File: config.mk
export PLATFORM = sky130hd
export DESIGN_NAME = pt_walker
export DESIGN_NICKNAME = d
export VERILOG_FILES = /design/src/rtl/pt_walk_pkg.sv /design/src/rtl/pt_canon_chk.sv /design/src/rtl/pt_entry_addr.sv /design/src/rtl/pt_leaf_compose.sv /design/src/rtl/pt_walker.sv
export SDC_FILE = /design/constraint.sdc
export NUM_CORES = 1
export LEC_CHECK = 0
export BUFFER_PORTS_ARGS = -buffer_cell sky130_fd_sc_hd__buf_2
export CAP_MARGIN = 0
export CELL_PAD_IN_SITES_DETAIL_PLACEMENT = 0
export CELL_PAD_IN_SITES_GLOBAL_PLACEMENT = 1
export CORE_ASPECT_RATIO = 1.5
export CORE_MARGIN = 2
export CORE_UTILIZATION = 39
export CTS_BUF_LIST = sky130_fd_sc_hd__clkbuf_4 sky130_fd_sc_hd__clkbuf_8 sky130_fd_sc_hd__clkbuf_16
export DETAILED_ROUTE_END_ITERATION = 7
export MAX_ROUTING_LAYER = met4
export PLACE_DENSITY = 0.93
export SYNTH_ARGS = -nofsm -noshare
export SYNTH_HDL_FRONTEND = slang
export SYNTH_HIERARCHICAL = 1
export SYNTH_SLANG_ARGS = --single-unit
File: constraint.sdc
create_clock -name clk -period 2.6 [get_ports clk]
set_clock_uncertainty 0.1 [all_clocks]
set_input_delay 0.13 -clock clk [delete_from_list [all_inputs] [get_ports clk]]
set_output_delay 0.13 -clock clk [all_outputs]
set_load 0.05 [all_outputs]
File: src/rtl/pt_walk_pkg.sv
package pt_walk_pkg;

   typedef enum logic [1:0] {
      FLT_NONE     = 2'd0,
      FLT_PAGE     = 2'd1,
      FLT_NONCANON = 2'd2
   } fault_e;

   typedef enum logic [1:0] {
      SZ_4K = 2'd0,
      SZ_2M = 2'd1,
      SZ_1G = 2'd2
   } size_e;

   typedef enum logic [1:0] {
      ST_IDLE  = 2'd0,
      ST_ISSUE = 2'd1,
      ST_WAIT  = 2'd2,
      ST_DONE  = 2'd3
   } walk_state_e;

endpackage

File: src/rtl/pt_canon_chk.sv
module pt_canon_chk #(
   parameter int XLEN = 64,
   parameter int VA_W = 48
) (
   input  logic [XLEN-1:0] va,
   output logic            canon_ok
);
   if (VA_W > XLEN || VA_W < 2) begin : g_bad_width
      $error("pt_canon_chk: VA_W must lie in 2..XLEN");
   end

   if (VA_W == XLEN) begin : g_full
      assign canon_ok = 1'b1;
   end else begin : g_sext
      localparam int TOP_W = XLEN - VA_W + 1;
      logic [TOP_W-1:0] top_bits;
      assign top_bits = va[XLEN-1:VA_W-1];
      assign canon_ok = (&top_bits) | ~(|top_bits);
   end
endmodule

File: src/rtl/pt_entry_addr.sv
module pt_entry_addr #(
   parameter int XLEN   = 64,
   parameter int PA_W   = 52,
   parameter int OFF_W  = 12,
   parameter int IDX_W  = 9,
   parameter int LEVELS = 4,
   localparam int BASE_W = PA_W - OFF_W,
   localparam int LVL_W  = (LEVELS > 1) ? $clog2(LEVELS) : 1
) (
   input  logic [BASE_W-1:0] base,
   input  logic [XLEN-1:0]   va,
   input  logic [LVL_W-1:0]  lvl,
   output logic [PA_W-1:0]   addr
);
   localparam int PAD_W = OFF_W - IDX_W;

   if (PAD_W < 1) begin : g_bad_pad
      $error("pt_entry_addr: entry size must leave zero padding bits");
   end
   if (OFF_W + IDX_W * LEVELS > XLEN) begin : g_bad_span
      $error("pt_entry_addr: index fields exceed the address width");
   end

   logic [IDX_W-1:0] idx [LEVELS];

   for (genvar l = 0; l < LEVELS; l++) begin : g_idx
      assign idx[l] = va[OFF_W + IDX_W*l +: IDX_W];
   end

   assign addr = {base, idx[lvl], {PAD_W{1'b0}}};
endmodule

File: src/rtl/pt_leaf_compose.sv
module pt_leaf_compose #(
   parameter int XLEN   = 64,
   parameter int PA_W   = 52,
   parameter int ENT_W  = 64,
   parameter int OFF_W  = 12,
   parameter int IDX_W  = 9,
   parameter int LEVELS = 4,
   localparam int LVL_W = (LEVELS > 1) ? $clog2(LEVELS) : 1
) (
   input  logic [ENT_W-1:0] entry,
   input  logic [XLEN-1:0]  va,
   input  logic [LVL_W-1:0] lvl,
   output logic [PA_W-1:0]  paddr,
   output logic [1:0]       size
);
   logic [PA_W-1:0] cand [LEVELS];

   for (genvar l = 0; l < LEVELS; l++) begin : g_cand
      localparam int SH = OFF_W + IDX_W*l;
      if (SH >= PA_W) begin : g_bad_shift
         $error("pt_leaf_compose: page offset wider than physical address");
      end else begin : g_ok
         assign cand[l] = {entry[PA_W-1:SH], va[SH-1:0]};
      end
   end

   assign paddr = cand[lvl];
   assign size  = 2'(lvl);
endmodule

File: src/rtl/pt_walker.sv
module pt_walker
   import pt_walk_pkg::*;
#(
   parameter int XLEN        = 64,
   parameter int VA_W        = 48,
   parameter int PA_W        = 52,
   parameter int ENT_W       = 64,
   parameter int OFF_W       = 12,
   parameter int IDX_W       = 9,
   parameter int LEVELS      = 4,
   parameter int PRESENT_BIT = 0,
   parameter int LEAF_BIT    = 7,
   parameter logic [LEVELS-1:0] BIG_PAGE_LVLS = 4'b0110
) (
   input  logic             clk,
   input  logic             rst_n,
   input  logic             req_valid,
   output logic             req_ready,
   input  logic [XLEN-1:0]  req_vaddr,
   input  logic [XLEN-1:0]  req_root,
   output logic             mem_rd_valid,
   input  logic             mem_rd_ready,
   output logic [PA_W-1:0]  mem_rd_addr,
   input  logic             mem_rsp_valid,
   input  logic [ENT_W-1:0] mem_rsp_data,
   output logic             rsp_valid,
   output logic [PA_W-1:0]  rsp_paddr,
   output logic [1:0]       rsp_fault,
   output logic [1:0]       rsp_size
);
   localparam int BASE_W  = PA_W - OFF_W;
   localparam int LVL_W   = (LEVELS > 1) ? $clog2(LEVELS) : 1;
   localparam int TOP_LVL = LEVELS - 1;

   if (OFF_W + IDX_W * LEVELS != VA_W) begin : g_bad_split
      $error("pt_walker: offset plus indices must equal VA_W");
   end
   if (PA_W > ENT_W || PA_W > XLEN) begin : g_bad_pa
      $error("pt_walker: PA_W must fit in an entry and in the root");
   end
   if (LEVELS > 4 || LEVELS < 2) begin : g_bad_levels
      $error("pt_walker: size code holds at most four levels");
   end
   if (LEAF_BIT >= OFF_W || PRESENT_BIT >= OFF_W) begin : g_bad_flags
      $error("pt_walker: flag bits must sit below the base field");
   end

   walk_state_e           state;
   logic [LVL_W-1:0]      lvl;
   logic [BASE_W-1:0]     base_q;
   logic [XLEN-1:0]       va_q;
   logic [PA_W-1:0]       paddr_q;
   logic [1:0]            fault_q;
   logic [1:0]            size_q;

   logic                  canon_ok;
   logic [PA_W-1:0]       leaf_pa;
   logic [1:0]            leaf_sz;
   logic                  ent_present;
   logic                  ent_leaf;

   pt_canon_chk #(.XLEN(XLEN), .VA_W(VA_W)) u_canon (
      .va       (req_vaddr),
      .canon_ok (canon_ok)
   );

   pt_entry_addr #(
      .XLEN(XLEN), .PA_W(PA_W), .OFF_W(OFF_W), .IDX_W(IDX_W), .LEVELS(LEVELS)
   ) u_eaddr (
      .base (base_q),
      .va   (va_q),
      .lvl  (lvl),
      .addr (mem_rd_addr)
   );

   pt_leaf_compose #(
      .XLEN(XLEN), .PA_W(PA_W), .ENT_W(ENT_W), .OFF_W(OFF_W),
      .IDX_W(IDX_W), .LEVELS(LEVELS)
   ) u_leaf (
      .entry (mem_rsp_data),
      .va    (va_q),
      .lvl   (lvl),
      .paddr (leaf_pa),
      .size  (leaf_sz)
   );

   assign ent_present = mem_rsp_data[PRESENT_BIT];
   assign ent_leaf    = (lvl == '0) || (mem_rsp_data[LEAF_BIT] && BIG_PAGE_LVLS[lvl]);

   always_ff @(posedge clk or negedge rst_n) begin
      if (!rst_n) begin
         state   <= ST_IDLE;
         lvl     <= '0;
         base_q  <= '0;
         va_q    <= '0;
         paddr_q <= '0;
         fault_q <= FLT_NONE;
         size_q  <= SZ_4K;
      end else begin
         case (state)
            ST_IDLE: begin
               if (req_valid) begin
                  va_q   <= req_vaddr;
                  base_q <= req_root[PA_W-1:OFF_W];
                  lvl    <= LVL_W'(TOP_LVL);
                  if (!canon_ok) begin
                     paddr_q <= '0;
                     size_q  <= SZ_4K;
                     fault_q <= FLT_NONCANON;
                     state   <= ST_DONE;
                  end else begin
                     state <= ST_ISSUE;
                  end
               end
            end
            ST_ISSUE: begin
               if (mem_rd_ready) state <= ST_WAIT;
            end
            ST_WAIT: begin
               if (mem_rsp_valid) begin
                  if (!ent_present) begin
                     paddr_q <= '0;
                     size_q  <= SZ_4K;
                     fault_q <= FLT_PAGE;
                     state   <= ST_DONE;
                  end else if (ent_leaf) begin
                     paddr_q <= leaf_pa;
                     size_q  <= leaf_sz;
                     fault_q <= FLT_NONE;
                     state   <= ST_DONE;
                  end else begin
                     base_q <= mem_rsp_data[PA_W-1:OFF_W];
                     lvl    <= lvl - 1'b1;
                     state  <= ST_ISSUE;
                  end
               end
            end
            default: state <= ST_IDLE;
         endcase
      end
   end

   assign req_ready    = (state == ST_IDLE);
   assign mem_rd_valid = (state == ST_ISSUE);
   assign rsp_valid    = (state == ST_DONE);
   assign rsp_paddr    = paddr_q;
   assign rsp_fault    = fault_q;
   assign rsp_size     = size_q;

   assert_noncanon_R2: assert property (@(posedge clk) disable iff (!rst_n)
      (req_valid && req_ready && !canon_ok) |=> (rsp_valid && rsp_fault == FLT_NONCANON && !mem_rd_valid));

   assert_offset_4k_R4: assert property (@(posedge clk) disable iff (!rst_n)
      (rsp_valid && rsp_fault == FLT_NONE) |-> (rsp_paddr[OFF_W-1:0] == va_q[OFF_W-1:0]));

   assert_size_legal_R4: assert property (@(posedge clk) disable iff (!rst_n)
      rsp_valid |-> (rsp_size != 2'd3));

   assert_offset_2m_R5: assert property (@(posedge clk) disable iff (!rst_n)
      (rsp_valid && rsp_fault == FLT_NONE && rsp_size == SZ_2M)
         |-> (rsp_paddr[OFF_W+IDX_W-1:0] == va_q[OFF_W+IDX_W-1:0]));

   assert_offset_1g_R6: assert property (@(posedge clk) disable iff (!rst_n)
      (rsp_valid && rsp_fault == FLT_NONE && rsp_size == SZ_1G)
         |-> (rsp_paddr[OFF_W+2*IDX_W-1:0] == va_q[OFF_W+2*IDX_W-1:0]));

   assert_fault_clean_R7: assert property (@(posedge clk) disable iff (!rst_n)
      (rsp_valid && rsp_fault != FLT_NONE) |-> (rsp_paddr == '0 && rsp_size == SZ_4K));

   assert_busy_R9: assert property (@(posedge clk) disable iff (!rst_n)
      (req_valid && req_ready) |=> !req_ready);

   assert_pulse_R9: assert property (@(posedge clk) disable iff (!rst_n)
      rsp_valid |=> !rsp_valid);

   assert_rd_hold_R10: assert property (@(posedge clk) disable iff (!rst_n)
      (mem_rd_valid && !mem_rd_ready) |=> (mem_rd_valid && $stable(mem_rd_addr)));
endmodule

# Word-level counts from Yosys, hierarchy flattened

Index checks and enable logic that the tools add are counted.

Bits in registers: 148
Input bits: 197
Output and inout bits: 111
Word-level logic and storage cells: 77

$add $sub $neg: 1
$lt $le $gt $ge: 2
Equal/unequal tests: 10
Muxes and demuxes: 43
Bitwise gates (word level): 3
Reduce and logical (&&, ||, !) cells: 11

Operators by type and width:

| operator                                                  | count |
|---|---|
| two-way mux 52 bit                                        | 7 |
| two-way mux 40 bit                                        | 4 |
| binary-select mux 52 bit (select 2 bit)                   | 1 |
| one-hot mux 52 bit (2 select lines)                       | 1 |
| one-hot mux 40 bit (2 select lines)                       | 1 |
| two-way mux 2 bit                                         | 20 |
| binary-select mux 9 bit (select 2 bit)                    | 1 |
| two-way mux 9 bit                                         | 2 |
| AND reduction 17 bit                                      | 1 |
| OR reduction 17 bit                                       | 1 |
| one-hot mux 2 bit (2 select lines)                        | 3 |
| inequality test 2 bit (second input constant)             | 5 |
| AND reduction 5 bit                                       | 2 |
| one-hot mux 2 bit (3 select lines)                        | 1 |
| equality test 2 bit (second input constant)               | 2 |
| logical NOT 2 bit                                         | 2 |
| greater-or-equal comparator 3 bit (second input constant) | 1 |
| < comparator 2 x 3 -> 1 bit (second input constant)       | 1 |
| inequality test 3 bit (second input constant)             | 1 |
| NOT 2 -> 3 bit                                            | 1 |
| AND reduction 3 bit                                       | 1 |
| binary-select mux 1 bit (select 2 bit)                    | 1 |
| equality test 2 x 1 -> 1 bit (second input constant)      | 1 |
| inequality test 2 x 1 -> 1 bit (second input constant)    | 1 |
| 8 further kinds                                           | 8 |

# Longest topological paths before layout

Gate-level depths: netlist (run 1).

Depth after elaboration: 8
Gate-level depth with buffers: 9

# By module

Netlist (run 1), hierarchy kept.

Modules (own cells, without submodules):

| module          | times used | cells an instance | area each (um2) |
|---|---|---|---|
| pt_walker       | 1          | 566               | 7254.5 |
| pt_leaf_compose | 1          | 57                | 583.1 |
| pt_entry_addr   | 1          | 55                | 545.5 |
| pt_canon_chk    | 1          | 12                | 98.8 |

# Worst setup path after synthesis (run 1)

No wires, ideal clock.

Kind: reg2reg
Start point: register lvl[0]
End point: register paddr_q[10], in the netlist rsp_paddr[10]
Library setup time: 0.125 ns
Arrival: 2.137 ns
Setup slack: 0.238 ns
Cell stages (with the launch flop): 8
Period minus slack after synthesis: 2.362 ns
Cells stage by stage: dfrtp_1 > inv_1 > ha_1 > a211oi_1 > a21o_1 > buf_6 > buf_6 > mux2_4

Longest elaborated chain between the ends: 8

RTL lines:

| element                                               | line                  | source |
|---|---|---|
| from (decl)                                           | pt_walker.sv:49       | `logic [LVL_W-1:0] lvl;` |
| from (signal assigned)                                | pt_walker.sv:105      | `lvl <= LVL_W'(TOP_LVL);` |
| from (signal assigned)                                | pt_walker.sv:133      | `lvl <= lvl - 1'b1;` |
| NOT 2 -> 3 bit (implied by the code)                  | pt_leaf_compose.sv:27 | `assign paddr = cand[lvl];` |
| binary-select mux 52 bit (select 2 bit)               | pt_leaf_compose.sv:27 |  |
| two-way mux 52 bit (implied by the code) (2 in a row) | pt_leaf_compose.sv:27 |  |
| two-way mux 52 bit                                    | pt_walker.sv:126      | `end else if (ent_leaf) begin` |
| two-way mux 52 bit                                    | pt_walker.sv:121      | `if (!ent_present) begin` |
| two-way mux 52 bit                                    | pt_walker.sv:120      | `if (mem_rsp_valid) begin` |
| one-hot mux 52 bit (2 select lines)                   | pt_walker.sv:100      | `case (state)` |
| to (signal assigned)                                  | pt_walker.sv:127      | `paddr_q <= leaf_pa;` |
| to (decl)                                             | pt_walker.sv:52       | `logic [PA_W-1:0] paddr_q;` |

Several ways; a longest one is shown, not always the timed one. The select of a mux whose other input is x is not followed.
A chain may end at the register's enable or synchronous reset.

# Final worst setup path (run 1)

Start point: input port req_vaddr[47]
End point: register state[1]

Longest elaborated chain between the ends: 6

RTL lines:

| element                              | line               | source |
|---|---|---|
| from (decl)                          | pt_walker.sv:19    | `input logic [XLEN-1:0] req_vaddr,` |
| OR reduction 17 bit                  | pt_canon_chk.sv:18 | `assign canon_ok = (&top_bits) \| ~(\|top_bits);` |
| NOT 1 bit                            | pt_canon_chk.sv:18 |  |
| bitwise OR 1 bit *                   | pt_canon_chk.sv:18 |  |
| via canon_ok                         | pt_walker.sv:56    | `logic canon_ok;` |
| two-way mux 2 bit *                  | pt_walker.sv:106   | `if (!canon_ok) begin` |
| two-way mux 2 bit *                  | pt_walker.sv:102   | `if (req_valid) begin` |
| one-hot mux 2 bit (3 select lines) * | pt_walker.sv:100   |  |
| to (signal assigned)                 | pt_walker.sv:110   | `state <= ST_DONE;` |
| to (signal assigned)                 | pt_walker.sv:112   | `state <= ST_ISSUE;` |
| to (signal assigned)                 | pt_walker.sv:117   | `if (mem_rd_ready) state <= ST_WAIT;` |
| to (decl)                            | pt_walker.sv:48    | `walk_state_e state;` |

Mark *: on every way through the listed nets, which the timed path passes. The rest lies on a longest branch. The select of a mux whose other input is x is not followed.

==> flow_summary.toml, run 1 <==
[cts]
path_clk_slew_ns = 0.07
cts_resized = 0
cts_tree = "built"
clock_latency_ns = 0.44
root_buffer = "clkbuf_16"
cts_buffer_depth = 2
cts-buffers-inserted = 17
cts.sinks = 148
cts.htree.levels = 4

[logic_synthesis]
syn_inst = 658
synth_area_sq_um = 7900
yosysWarnings = 6
postSynthAreaPerCell_sq_um = 12.0

[worst_setup_path]
r2r_start = "state[1]"
cp_data_arrival_time_ns = 2.65
worst_setup_path_end_kind = "flip-flop"
critical_path_class = "in -> reg"
worstPathRequired_ns = 2.82
r2r_cells = 6
crit_path_max_fanout = 3
critPathLaunchType = "primary input"
critPathLaunch = "req_vaddr[47]"
r2r_end = "base_q[13]"
rrSetupSlack_ns = 0.32

[placed_design]
place_inst = 1082
globalplace.congestion = 0.874
portBuffers = 258
dpl.hpwl_microns = 14700
place_ws_ns = 0.313

[floorplan]
start_util_pct = 39.9
rows = 63
dieWidth_microns = 120
core_area_sq_um = 19800
die_area_sq_um = 21400
die_height_microns = 178
ios = 308

[global_route]
grt_max_degree = 76
grt_use_total_pct = 22.0
grt_antenna_before_repair = 1
overflow = 0
grt_pass1_vias = 6640
grt_pass1_wl_microns = 35100

[status]
outcome = "finished, final reports clean"

[route]
drtAntennaViolNets = 0
routedWlPerCell_microns = 18.1
drt-pass1-iter-count = 4
drt-total-wl_microns = 22900
vias = 6272
drt-initial-drc-count = 264
viasPerCell = 4.97
drc = 0

[cells_and_area]
fillers = 1591
area_growth_syn_to_layout_pct = 40.5
final_nets = 1184
drive_gt1_share_pct = 49.6
regArea_sq_um = 3700
multi_input_area_sq_um = 3460
layout.cells.non_filler = 1261

[sta]
hold_viol_final = 0
finalSetupTns_ns = 0
fmax_mhz = 411
slew_headroom_pct = 53.1
fin_crit_sh_pct = 93.5
rsz0062_at_grt = "false"
drv_slew = 0
setup_ws_ns = 0.168
tightestPinTransition_ns = 0.704
layout_min_cycle_time_ns = 2.43
finalSetupViolations = 0

[hold_path]
hold_class = "in -> async"

[run]
cap_violations = 0

[power]
peakVddDrop_mv = 0.757
cellLeakagePower_nw = 5.87
powerDensity_nw_per_um2 = 1460
## critical path, cell delays in order
cell and delay, ns:
dlygate4sd3_1 0.53, buf_2 0.14, nor4_2 0.30, nand4_1 0.14
o41ai_2 0.29, buf_4 0.18, nor2_1 0.04, a221oi_1 0.26
a21oi_1 0.06, dlygate4sd3_1 0.57
## cells in the final DEF (no fill, tap or decap), types with 2 or more instances in the layout
cell type / instances
buf_2: 257
dfrtp_1: 148
dlygate4sd3_1: 145
nand2_1: 122
mux2_2: 111
mux2_4: 58
and3_1: 55
clkbuf_16: 17
buf_4: 13
mux4_2: 9
bufinv_16: 5
nand4_1: 5
inv_1: 4
nor2_1: 4
clkbuf_8: 4
buf_12: 4
diode_2: 3
a21o_1: 3
nor4_2: 3
conb_1: 3
a21oi_1: 2
clkbuf_4: 2
## flip-flops by register name (all words and copies together), names as in the netlist
| register | count |
|---|---|
| rsp_size | 2 |
| lvl | 2 |
| va_q | 48 |
| base_q | 40 |
| rsp_paddr | 52 |
| rsp_fault | 2 |
| state | 2 |
## through the flow
step	hold WS (ns)	total power (W)	util [%]	cell area, sq um
floorplan	-0.266	0.0114	-	7910
global placement	-0.00491	0.0127	45.4	8980
detailed placement	-0.00242	0.0129	45.4	8980
CTS	0.0916	0.0162	56.1	11100
global route	0.117	0.0170	56.1	11100
finish	0.103	0.0162	56.1	11100
## cell type report
type | instances | area share [%]
timing repair buffer | 420 | 26.4
inverter | 4 | 0.135
sequential | 148 | 33.4
antenna | 3 | 0.0676
clock inverter | 8 | 1.54
clock buffer | 23 | 4.46
tap | 260 | 2.93
multi-input combinational | 395 | 31.1
## metal layers
layer,share of wire [%],global-route usage (%)
met5,0,-
met3,4.3,4.28
met1,39,24.3
met4,4.2,10.9
met2,52,37.9
## timing repair
action                                 in CTS  in global routing
endpoints found under the hold margin     149                  0
buffers inserted                            0                  0
hold buffers                              145                  0
## report_power, final
part           internal, W  total [W]  switching [W]
registers          0.00344    0.00420       0.000761
logic              0.00365    0.00927        0.00563
clock network      0.00182    0.00277       0.000951
## worst max path at each step
| stage | to | cells past startpoint |
|---|---|---|
| after floorplan | rsp_paddr[10] | 7 |
| after global placement | rsp_size[1] | 8 |
| after detailed placement | rsp_paddr[1] | 8 |
| after CTS | rsp_paddr[1] | 9 |
| after global routing | state[1] | 10 |
| final | state[1] | 10 |
No activity file was read; power rests on OpenSTA's default activity.
==> run 2: changes to the inputs <==
RECOVER_POWER = 25   (was default)
==> flow_summary.toml, run 2 (same netlist as run 1, synthesis figures left out) <==
[status]
outcome = "finished, final reports clean"

[global_route]
top_usage_layer = "met2"
grt_pass1_wl_microns = 35100
grt_use_total_pct = 22.0
grt_antenna_before_repair = 1
use_met3_pct = 4.28
grtUsageMet1_pct = 24.3
grt_use_met2_pct = 37.9
grt_max_degree = 76
grt_pass1_vias = 6640
overflow = 0

[worst_setup_path]
critPathLaunchType = "primary input"
critical_path_class = "in -> reg"
worst_setup_path_end_kind = "flip-flop"
crit_path_max_fanout = 3
cp_data_arrival_time_ns = 2.65
worstPathRequired_ns = 2.82

[floorplan]
rows = 63
core_area_sq_um = 19800
dieWidth_microns = 120
die_height_microns = 178
start_util_pct = 39.9
ios = 308
die_area_sq_um = 21400

[cells_and_area]
fin_area_sq_um = 11100
fillers = 1594
area_growth_syn_to_layout_pct = 40.3
largest_reg_flops = 52
layout.cells.non_filler = 1261
multi_input_area_sq_um = 3460
final_nets = 1184
layout_commonest_cell = "buf_2"
drive_gt1_share_pct = 49.6
regArea_sq_um = 3700
final_cell_mix = "buf_2 (257), dfrtp_1 (148), dlygate4sd3_1 (145)"

[placed_design]
place_inst = 1082
globalplace.congestion = 0.874
portBuffers = 258
place_area_sq_um = 8980
dpl.hpwl_microns = 14700

[hold_path]
hold_class = "in -> reg"

[route]
drc = 0
drt-total-wl_microns = 22900
drtAntennaViolNets = 0
drt-initial-drc-count = 273
routedWlPerCell_microns = 18.1
vias = 6269
viasPerCell = 4.97
drt-pass1-iter-count = 6

[cts]
cts_tree = "built"
cts_buffer_depth = 2
clock_latency_ns = 0.43
root_buffer = "clkbuf_16"
cts-buffers-inserted = 17
path_clk_slew_ns = 0.07
cts.htree.levels = 4
cts.sinks = 148

[sta]
drv_slew = 0
timing.hold.ws_ns = 0.108
finalSetupTns_ns = 0
tightestPinTransition_ns = 1.20
hold_viol_final = 0
layout_min_cycle_time_ns = 2.44
slew_headroom_pct = 20.1
rsz0062_at_grt = "false"
finalSetupViolations = 0
fmax_mhz = 411
fin_crit_sh_pct = 93.7

[run]
cap_violations = 0

[power]
peakVddDrop_mv = 0.755
cellLeakagePower_nw = 5.86
powerDensity_nw_per_um2 = 1470
run 2: cell types whose count changed in the layout (fill, tap and decap cells not counted):
| cell | previous run | this run |
|---|---|---|
| buf_12 | 4 | 3 |
| clkbuf_2 | 0 | 2 |
| buf_6 | 1 | 0 |
run 2: area by class of cell:
class                           count  area share, %
Clock inverter                      8           1.55
Antenna cell                        3         0.0677
Tap cell                          260           2.94
Sequential cell                   148           33.4
Clock buffer                       23           4.47
Multi-Input combinational cell    395           31.2
Inverter                            4          0.135
Timing Repair Buffer              420           26.2
run 2: worst max-delay path, cell delays in order:
cell,delay [ns]
dlygate4sd3_1,0.53
buf_2,0.14
nor4_2,0.30
nand4_1,0.14
o41ai_2,0.29
buf_4,0.18
nor2_1,0.04
a221oi_1,0.26
a21oi_1,0.06
dlygate4sd3_1,0.57
run 2: stage by stage:
step	worst slack [ns]	utilization, %	power [W]
final	0.164	56.0	0.0162
after global routing	0.0206	56.0	0.0170
after CTS	0.199	56.1	0.0162
after detailed placement	0.313	45.4	0.0129
after global placement	0.318	45.4	0.0127
after floorplan	0.238	-	0.0114
run 2: power breakdown:
part | internal, W | switching [W] | total, W
sequential | 0.00344 | 0.000764 | 0.00421
clock | 0.00182 | 0.000944 | 0.00277
combinational | 0.00364 | 0.00562 | 0.00926
run 2: path summary, 6_finish.rpt:
path | from | endpoint | slack, ns | depth (start not counted)
worst max-delay path | req_vaddr[47] | state[1] | 0.16 | 10
min in group asynchronous | rst_n | va_q[5] | 0.39 | 2
max in group asynchronous | rst_n | base_q[19] | 0.41 | 3
worst min register to register | rsp_fault[0] | rsp_fault[0] | 0.38 | 1
worst min-delay path | req_valid | state[0] | 0.11 | 4
worst max register to register | state[1] | base_q[13] | 0.32 | 6
run 2: layer usage:
layer,part of all wire [%],vias up
li1,-,2845
met1,39,3087
met2,52,259
met3,4.8,78
met4,4.4,0
met5,0,-
run 2: repair_timing:
action | 4_1_cts | 5_1_grt
hold buffers | 145 | 0
endpoints found under the setup margin | 0 | 0
resized for setup | 0 | 0
endpoints found under the hold margin | 149 | 0
buffers inserted | 0 | 0
==> run 3: changes to the inputs <==
CORE_UTILIZATION = 35   (was 39)
PLACE_DENSITY = 0.89   (was 0.93)
clock period = 2 ns   (was 2.6 ns; I/O delays follow)
==> flow_summary.toml, run 3 (same netlist as run 1, synthesis figures left out) <==
[placed_design]
portBuffers = 258
globalplace.congestion = 0.861
dpl.hpwl_microns = 15400
place_area_sq_um = 9150

[hold_path]
holdCritStartpoint = "req_vaddr[47]"
hold_class = "in -> reg"

[cells_and_area]
largest_reg_flops = 52
layout_commonest_cell = "buf_2"
final_nets = 1186
fin_area_sq_um = 11300
multi_input_area_sq_um = 3490
regArea_sq_um = 3700
final_cell_mix = "buf_2 (248), dfrtp_1 (147), dlygate4sd3_1 (131)"
fillers = 1883
drive_gt1_share_pct = 51.5
area_growth_syn_to_layout_pct = 42.7

[route]
drtAntennaViolNets = 0
drc = 0
routedWlPerCell_microns = 18.0
drt-total-wl_microns = 23000
drt-pass1-iter-count = 4
viasPerCell = 4.85
vias = 6185
drt-initial-drc-count = 194

[floorplan]
start_util_pct = 35.4
die_height_microns = 188
dieWidth_microns = 127
ios = 308
rows = 67
core_area_sq_um = 22300
die_area_sq_um = 23800

[worst_setup_path]
path_delay_family = "compound AO/OA/AOI/OAI gates"
critPathLaunchType = "flip-flop"
r2r_end = "rsp_paddr[33]"
crit_path_max_fanout = 20
cp.depth = 6
crit_buf_inv = 2
critPathMaxStageDelay_ns = 0.42
rrSetupSlack_ns = 0.02
critPathLaunch = "lvl[0]"
critical_path_class = "reg -> reg"
r2r_start = "lvl[0]"
crit_end = "rsp_paddr[33]"
crit_chain = "inv_1, ha_4, a211oi_4, a21o_4, buf_12, mux2_4"
slowest_stage = "dfrtp_2"
cp_data_arrival_time_ns = 2.19
worstPathRequired_ns = 2.20
worst_setup_path_end_kind = "flip-flop"
r2r_cells = 6

[sta]
slew_headroom_pct = 43.7
finalSetupTns_ns = 0
hold_viol_final = 0
layout_min_cycle_time_ns = 1.98
fmax_mhz = 504
finalSetupViolations = 0
fin_crit_sh_pct = 99.2
tightestPinTransition_ns = 0.844
drv_slew = 0
rsz0062_at_grt = "true"

[power]
peakVddDrop_mv = 1.00
cellLeakagePower_nw = 5.93
powerDensity_nw_per_um2 = 1890

[global_route]
grt_pass1_vias = 6827
grtUsageMet1_pct = 22.0
grt_pass1_wl_microns = 35800
grt_antenna_before_repair = 0
grt_use_met2_pct = 33.4
use_met3_pct = 4.22
grt_use_total_pct = 20.0
grt_max_degree = 56
overflow = 0
top_usage_layer = "met2"

[cts]
clock_latency_ns = 0.42
cts-buffers-inserted = 17
cts.sinks = 148
path_clk_slew_ns = 0.06
cts_buffer_depth = 2
cts_tree = "built"
root_buffer = "clkbuf_16"
cts.htree.levels = 4

[run]
cap_violations = 0

[status]
outcome = "finished, final reports clean"
==> run 3: changes by cell type in the layout (fill, tap and decap cells not counted), sizes merged <==
cell         previous run  this run
buf                   273       287
clkinvlp                1         0
clkbuf                 25        26
dlygate4sd3           145       131
diode                   3         1
inv                     4         5
==> run 3: worst min-delay path by stage <==
stage	to	slack [ns]	depth (start not counted)
2_1_floorplan	base_q[0]	-0.30	0
3_3_place_gp	base_q[22]	-0.08	1
3_5_place_dp	base_q[20]	-0.08	1
4_1_cts	va_q[47]	0.01	4
5_1_grt	va_q[47]	0.04	4
6_report	va_q[47]	0.03	4
==> run 3: metrics by stage <==
step / std cells / power [W] / setup slack, ns / utilization [%] / hold WS, ns
3_5_place_dp: 1108 / 0.0171 / -0.0819 / 41.1 / -0.0836
4_1_cts: 1272 / 0.0212 / 0.000315 / 50.3 / 0.00998
3_3_place_gp: 1108 / 0.0168 / -0.0909 / 41.1 / -0.0846
5_1_grt: 1275 / 0.0223 / -0.0335 / 50.5 / 0.0383
2_1_floorplan: 660 / 0.0149 / -0.0312 / - / -0.296
6_report: 1276 / 0.0213 / 0.0153 / 50.6 / 0.0347
==> run 3: what timing repair did <==
action | in CTS | in global routing
endpoints found under the setup margin | 9 | 99
hold buffers | 131 | 0
endpoints found under the hold margin | 250 | 0
resized for setup | 19 | 10
pin swaps | 1 | 1
cloned | 1 | 1
setup buffers | 2 | 2
==> run 3: power breakdown <==
group	leakage (nW)	switching, W	internal [W]	total, W
logic	3.76	0.00742	0.00488	0.0123
clock network	0.323	0.00124	0.00233	0.00358
registers	1.85	0.000946	0.00448	0.00542
==> run 3: final cells by class <==
type	count	area share (%)
Antenna cell	1	0.0222
Clock buffer	22	4.27
Clock inverter	8	1.53
Inverter	4	0.133
Multi-Input combinational cell	395	31.0
Sequential cell	148	32.9
Tap cell	276	3.06
Timing Repair Buffer	422	27.1
==> run 3: metal layers <==
metal,wire length (microns),vias up,part of all wire [%]
li1,-,2850,-
met1,8870,3019,39
met2,11900,238,52
met3,1050,78,4.5
met4,1250,0,5.4
met5,0,-,0
==> run 3: worst register-to-register path, delay by kind of cell (launching register included) <==
kind	cells	cell delay (ns)
compound gates	2	0.50
fa+ha+maj	1	0.21
buf+inv	2	0.30
flops	1	0.42
mux	1	0.34
